--- config.mk ---
export PLATFORM = sky130hd
export DESIGN_NAME = rr_int_alu
export DESIGN_NICKNAME = d
export VERILOG_FILES = /design/src/rtl/rr_alu_pkg.sv /design/src/rtl/rr_alu_decode.sv /design/src/rtl/rr_alu_base.sv /design/src/rtl/rr_alu_muldiv.sv /design/src/rtl/rr_int_alu.sv
export SDC_FILE = /design/constraint.sdc
export NUM_CORES = 2
export LEC_CHECK = 0
export BUFFER_PORTS_ARGS = -buffer_cell sky130_fd_sc_hd__buf_2
export CAP_MARGIN = 15
export CORE_ASPECT_RATIO = 1.5
export CORE_UTILIZATION = 35
export DETAILED_ROUTE_END_ITERATION = 10
export GPL_TIMING_DRIVEN = 0
export SLEW_MARGIN = 40
export SYNTH_ARGS = -nofsm -noshare
export SYNTH_HDL_FRONTEND = slang
export SYNTH_SLANG_ARGS = --single-unit
--- constraint.sdc ---
create_clock -name vclk -period 274.4
set_input_delay 41.16 -clock vclk [all_inputs]
set_output_delay 41.16 -clock vclk [all_outputs]
set_load 0.02 [all_outputs]
--- src/rtl/rr_alu_pkg.sv ---
package rr_alu_pkg;

    localparam logic [6:0] OPC_REGREG = 7'h33;
    localparam logic [6:0] F7_PLAIN   = 7'h00;
    localparam logic [6:0] F7_NEGATE  = 7'h20;
    localparam logic [6:0] F7_MULDIV  = 7'h01;

    localparam logic [2:0] F3_ADDSUB  = 3'd0;
    localparam logic [2:0] F3_LTS     = 3'd2;
    localparam logic [2:0] F3_LTU     = 3'd3;
    localparam logic [2:0] F3_XOR     = 3'd4;
    localparam logic [2:0] F3_OR      = 3'd6;
    localparam logic [2:0] F3_AND     = 3'd7;
    localparam logic [2:0] F3_MULLO   = 3'd0;
    localparam logic [2:0] F3_DIVS    = 3'd4;

    typedef enum logic [3:0] {
        OP_NONE,
        OP_ADD,
        OP_SUB,
        OP_AND,
        OP_OR,
        OP_XOR,
        OP_LTS,
        OP_LTU,
        OP_MULLO,
        OP_DIVS
    } alu_op_e;

    typedef struct packed {
        logic    valid;
        alu_op_e op;
    } alu_dec_t;

    function automatic alu_op_e base_op(input logic [2:0] f3);
        case (f3)
            F3_ADDSUB: return OP_ADD;
            F3_LTS:    return OP_LTS;
            F3_LTU:    return OP_LTU;
            F3_XOR:    return OP_XOR;
            F3_OR:     return OP_OR;
            F3_AND:    return OP_AND;
            default:   return OP_NONE;
        endcase
    endfunction

    function automatic alu_op_e muldiv_op(input logic [2:0] f3);
        case (f3)
            F3_MULLO: return OP_MULLO;
            F3_DIVS:  return OP_DIVS;
            default:  return OP_NONE;
        endcase
    endfunction

endpackage

--- src/rtl/rr_alu_decode.sv ---
module rr_alu_decode
    import rr_alu_pkg::*;
#(
    parameter bit MULDIV_EN = 1'b1
) (
    input  logic [6:0] opcode_i,
    input  logic [2:0] funct3_i,
    input  logic [6:0] funct7_i,
    output alu_dec_t   dec_o
);

    alu_op_e op_sel;

    always_comb begin
        op_sel = OP_NONE;
        if (opcode_i == OPC_REGREG) begin
            case (funct7_i)
                F7_PLAIN:  op_sel = base_op(funct3_i);
                F7_NEGATE: op_sel = (funct3_i == F3_ADDSUB) ? OP_SUB : OP_NONE;
                F7_MULDIV: op_sel = MULDIV_EN ? muldiv_op(funct3_i) : OP_NONE;
                default:   op_sel = OP_NONE;
            endcase
        end
    end

    assign dec_o.op    = op_sel;
    assign dec_o.valid = (op_sel != OP_NONE);

    // the option being off must shut out the whole funct7 row
    always_comb begin
        if (!MULDIV_EN && funct7_i == F7_MULDIV)
            p_nomd_shut_r11: assert (!dec_o.valid)
                else $error("muldiv encoding decoded while disabled");
    end

endmodule

--- src/rtl/rr_alu_base.sv ---
module rr_alu_base #(
    parameter int XLEN = 32
) (
    input  logic [XLEN-1:0] a_i,
    input  logic [XLEN-1:0] b_i,
    output logic [XLEN-1:0] add_o,
    output logic [XLEN-1:0] sub_o,
    output logic [XLEN-1:0] and_o,
    output logic [XLEN-1:0] or_o,
    output logic [XLEN-1:0] xor_o,
    output logic [XLEN-1:0] lts_o,
    output logic [XLEN-1:0] ltu_o
);

    localparam int PADW = XLEN - 1;

    logic lt_signed;
    logic lt_unsigned;

    assign add_o = a_i + b_i;
    assign sub_o = a_i - b_i;
    assign and_o = a_i & b_i;
    assign or_o  = a_i | b_i;
    assign xor_o = a_i ^ b_i;

    assign lt_signed   = $signed(a_i) < $signed(b_i);
    assign lt_unsigned = a_i < b_i;

    assign lts_o = {{PADW{1'b0}}, lt_signed};
    assign ltu_o = {{PADW{1'b0}}, lt_unsigned};

    // the compare outcome must agree with the sign-flipped unsigned view
    always_comb begin
        p_lts_via_bias_r4: assert (lt_signed ==
                ((a_i ^ {1'b1, {PADW{1'b0}}}) < (b_i ^ {1'b1, {PADW{1'b0}}})))
            else $error("signed compare disagrees with biased compare");
        p_ltu_order_r5: assert (!(lt_unsigned && (b_i < a_i)))
            else $error("unsigned compare not antisymmetric");
    end

endmodule

--- src/rtl/rr_alu_muldiv.sv ---
module rr_alu_muldiv #(
    parameter int XLEN      = 32,
    parameter bit MULDIV_EN = 1'b1
) (
    input  logic [XLEN-1:0] a_i,
    input  logic [XLEN-1:0] b_i,
    output logic [XLEN-1:0] mul_o,
    output logic [XLEN-1:0] div_o
);

    localparam logic [XLEN-1:0] MOST_NEG = {1'b1, {(XLEN-1){1'b0}}};
    localparam logic [XLEN-1:0] ALL_ONES = '1;

    generate
        if (MULDIV_EN) begin : g_muldiv
            logic div_by_zero;
            logic div_overflow;

            assign div_by_zero  = (b_i == '0);
            assign div_overflow = (a_i == MOST_NEG) && (b_i == ALL_ONES);

            assign mul_o = a_i * b_i;

            always_comb begin
                if (div_by_zero)
                    div_o = ALL_ONES;
                else if (div_overflow)
                    div_o = a_i;
                else
                    div_o = XLEN'($signed(a_i) / $signed(b_i));
            end

            // a quotient of an ordinary divide never exceeds the dividend in size
            always_comb begin
                if (!div_by_zero && !div_overflow && a_i[XLEN-1] == 1'b0
                    && b_i[XLEN-1] == 1'b0)
                    p_div_bound_r7: assert (div_o <= a_i)
                        else $error("positive quotient larger than dividend");
            end
        end else begin : g_none
            assign mul_o = '0;
            assign div_o = '0;
        end
    endgenerate

endmodule

--- src/rtl/rr_int_alu.sv ---
module rr_int_alu
    import rr_alu_pkg::*;
#(
    parameter int XLEN      = 32,
    parameter bit MULDIV_EN = 1'b1
) (
    input  logic [6:0]      opcode_i,
    input  logic [2:0]      funct3_i,
    input  logic [6:0]      funct7_i,
    input  logic [XLEN-1:0] src_a_i,
    input  logic [XLEN-1:0] src_b_i,
    output logic [XLEN-1:0] result_o,
    output logic            valid_o
);

    localparam logic [XLEN-1:0] TOP_ONLY = {1'b1, {(XLEN-1){1'b0}}};

    alu_dec_t        dec;
    logic [XLEN-1:0] r_add, r_sub, r_and, r_or, r_xor, r_lts, r_ltu;
    logic [XLEN-1:0] r_mul, r_div;

    rr_alu_decode #(.MULDIV_EN(MULDIV_EN)) u_decode (
        .opcode_i (opcode_i),
        .funct3_i (funct3_i),
        .funct7_i (funct7_i),
        .dec_o    (dec)
    );

    rr_alu_base #(.XLEN(XLEN)) u_base (
        .a_i   (src_a_i),
        .b_i   (src_b_i),
        .add_o (r_add),
        .sub_o (r_sub),
        .and_o (r_and),
        .or_o  (r_or),
        .xor_o (r_xor),
        .lts_o (r_lts),
        .ltu_o (r_ltu)
    );

    rr_alu_muldiv #(.XLEN(XLEN), .MULDIV_EN(MULDIV_EN)) u_muldiv (
        .a_i   (src_a_i),
        .b_i   (src_b_i),
        .mul_o (r_mul),
        .div_o (r_div)
    );

    always_comb begin
        case (dec.op)
            OP_ADD:   result_o = r_add;
            OP_SUB:   result_o = r_sub;
            OP_AND:   result_o = r_and;
            OP_OR:    result_o = r_or;
            OP_XOR:   result_o = r_xor;
            OP_LTS:   result_o = r_lts;
            OP_LTU:   result_o = r_ltu;
            OP_MULLO: result_o = r_mul;
            OP_DIVS:  result_o = r_div;
            default:  result_o = '0;
        endcase
    end

    assign valid_o = dec.valid;

    always_comb begin
        // the sum less the second operand gives back the first
        if (dec.op == OP_ADD)
            p_add_inverse_r1: assert (result_o - src_b_i == src_a_i)
                else $error("add result inconsistent");
        // the difference plus the second operand gives back the first
        if (dec.op == OP_SUB)
            p_sub_inverse_r2: assert (result_o + src_b_i == src_a_i)
                else $error("sub result inconsistent");
        // a less-than result has only the lowest bit free
        if (dec.op == OP_LTS || dec.op == OP_LTU)
            p_lt_zext_r4: assert (result_o[XLEN-1:1] == '0)
                else $error("compare result not zero-extended");
        // divide by zero yields all ones
        if (dec.op == OP_DIVS && src_b_i == '0)
            p_divzero_ones_r8: assert (&result_o)
                else $error("divide by zero result wrong");
        // overflow case returns the dividend
        if (dec.op == OP_DIVS && src_a_i == TOP_ONLY && &src_b_i)
            p_div_ovf_r9: assert (result_o == src_a_i)
                else $error("overflowing divide result wrong");
        // an unrecognised encoding drives nothing
        if (!valid_o)
            p_invalid_zero_r10: assert (result_o == '0)
                else $error("result nonzero with valid low");
    end

endmodule

==> summary.txt <==
Final net count -> 8623
LEAKAGE -> 26.19 nW
Global-route usage over all layers -> 37.24%
Crit start category -> input pin
Critical Path Slowest Stage Cell -> nor2_1
Synthesis warning total -> 0
Hold wc startpoint -> src_b_i[27]
Synth unique cells -> 106
Cells after synthesis -> 7173
Post-synthesis cell area -> 51100 um^2
Sum Neg Setup Slack -> 0 ps
Slew HR -> 31.17%
RD Place Congestion -> 1.085
FF/Latch Area -> 0 um^2
Num ports -> 114
DPL Wire Length -> 236.3 mm
Largest net degree at the start of global routing -> 17
Routed Antenna Nets -> 0
CP delay by family, top -> compound AO/OA/AOI/OAI gates
Slew @ Worst Pin -> 1023 ps
Final WL -> 283.3 mm
DRC viols -> 0
CP arrival -> 159530 ps
Post-CTS setup buffer count -> 0
Placed Instances -> 9279
Iter 0 DRT Violations -> 5295
Die W -> 314.0 um
GRT overflow -> 0
FF+latch count -> 0
Sink of the worst hold path -> result_o[27]
Die area -> 147600 um^2
Fmax achieved -> 0.004983 GHz
Final Hold Fails -> 0
Req. time, crit path -> 233240 ps
Number of global-route vias before repair -> 58160
Clock buffers -> 0
WL/cell -> 30.48 um
Period minus WS final -> 200690 ps
Via count -> 58550
Initial antenna violation count -> 25
Syn-to-layout area delta -> 8.846%
Critical path class -> in2out
Critical path capture point type -> primary output
Hold path cells -> 6
Max stage delay on crit path -> 750 ps
Port-buffer cells -> 114
Layout cells sized above 1 -> 7.738%
RSZ-0062 raised after global routing -> no
Die height -> 470.0 um
Final Cell Area -> 55620 um^2
Area of the multi-input gates -> 47880 um^2
DP Area -> 55450 um^2
Type of the most critical hold path -> in2out
Status -> completed
Overall Power -> 0.0007384 W
Max VDD drop -> 0.04915 mV
Initial Util -> 35.28%
Fill cell count -> 15390
Rows -> 171
Worst Path Buf+Inv -> 57
Most frequent CP cell -> ha_1
Pwr dens -> 13.28 nW/um^2
Syn_nets -> 8415
Slew Limit Fails -> 0
First-pass GRT wire length -> 399.5 mm
Post-cts resize count -> 0
Setup violators final -> 0
Core Footprint -> 144800 um^2
Cts hold-fix bufs -> 0
Number of max-cap violations -> 0
Period utilization -> 73.14%
DRT Pass-1 Iters -> 6
Post-route insts no fill -> 9294
Via density -> 6.300
Post-synthesis average cell area -> 7.124 um^2
Seq/Total Area, Yosys -> 0%
Critical-path maximum fanout -> 12
==> synth_stat cells (41+ instances only) <==
library cell  instances  area share, %
o21a_1              127            1.9
nand4_1              81           0.99
and3_1               41           0.50
xnor2_1             340            5.8
nor2_1              765            5.6
ha_1                751             18
o211ai_1             63           0.93
buf_1                57           0.42
o31ai_1              77            1.1
nand2_1             879            6.5
inv_1               701            5.1
and2_1               42           0.51
a31oi_1              73           0.89
or3_1                66           0.81
a211oi_1             47           0.69
fa_1                410             16
clkbuf_1            213            1.6
a21oi_1             435            4.3
nor2b_1              76           0.93
a21o_1              181            2.7
nor3_1              191            1.9
o21ai_0             318            3.1
xor2_1              157            2.7
o21bai_1             44           0.65
nor4_1               47           0.58
nand3_1             162            1.6
a221oi_1             45           0.77
nand2b_1             71           0.87
or2_2                46           0.56
mux2_2               60            1.3
==> report_power, final <==
group | switching, W | total [W] | internal (W)
Combinational | 0.000470 | 0.000738 | 0.000268
Clock | 0 | 0.00000000000564 | 0.00000000000557
Sequential | 0 | 0 | 0
==> routing by layer <==
metal / wire length, um / track usage [%] / part of all wire, % / up-vias
li1: - / - / - / 25690
met5: 76 / 0 / 0.027 / -
met2: 130100 / 61.95 / 46 / 3218
met4: 34120 / 36.19 / 12 / 12
met3: 23430 / 8.028 / 8.3 / 1295
met1: 95570 / 38.32 / 34 / 28340
==> how the worst max path moves through the flow <==
stage | from | to | slack, ps | depth (start not counted)
finish | src_b_i[0] | result_o[31] | 73710 | 363
detailed placement | src_b_i[0] | result_o[31] | 77240 | 367
CTS | src_b_i[0] | result_o[31] | 76890 | 367
global placement | src_b_i[0] | result_o[31] | 66820 | 356
floorplan | src_b_i[0] | result_o[26] | 108790 | 360
global route | src_b_i[0] | result_o[31] | 70120 | 364
==> stage by stage <==
stage	setup WS, ps	hold slack, ps	util [%]
floorplan	108790	82680	-
CTS	76890	83220	38.28
detailed placement	77240	83220	38.28
finish	73710	83280	38.40
global route	70120	83260	38.38
global placement	66820	83200	37.32
==> kinds of logic (layout without fill, tap and decap cells) <==
family	after synthesis	after routing	share of synthesized area, %
buf+inv	1006	1212	7.473
other cells	0	12	0
fa+ha+maj	1161	1161	34.45
simple gates	2565	2565	22.96
mux	98	98	2.066
xor+xnor	497	497	8.518
compound gates	1846	1846	24.54
==> cell type report <==
class | count | share of cell area (%)
Tap cell | 1903 | 4.281
Inverter | 713 | 4.812
Timing Repair Buffer | 206 | 2.562
Antenna cell | 12 | 0.05399
Multi-Input combinational cell | 6167 | 86.07
Buffer | 293 | 2.218
==> placed cells by master, fill, tap and decap left out, types with 66 or more instances in the layout <==
cell      synthesis  layout
a21o_1          181     181
a21oi_1         435     434
a31oi_1          73      70
buf_2            19     155
buf_4             3      66
clkbuf_1        213     156
fa_1            410     410
ha_1            751     750
inv_1           701     700
nand2_1         879     879
nand2b_1         71      71
nand3_1         162     162
nand4_1          81      81
nor2_1          765     762
nor2b_1          76      76
nor3_1          191     182
o21a_1          127     127
o21ai_0         318     314
o31ai_1          77      74
or3_1            66      66
xnor2_1         340     314
xor2_1          157     157
Note: power is estimated with default switching activity, not from simulation.
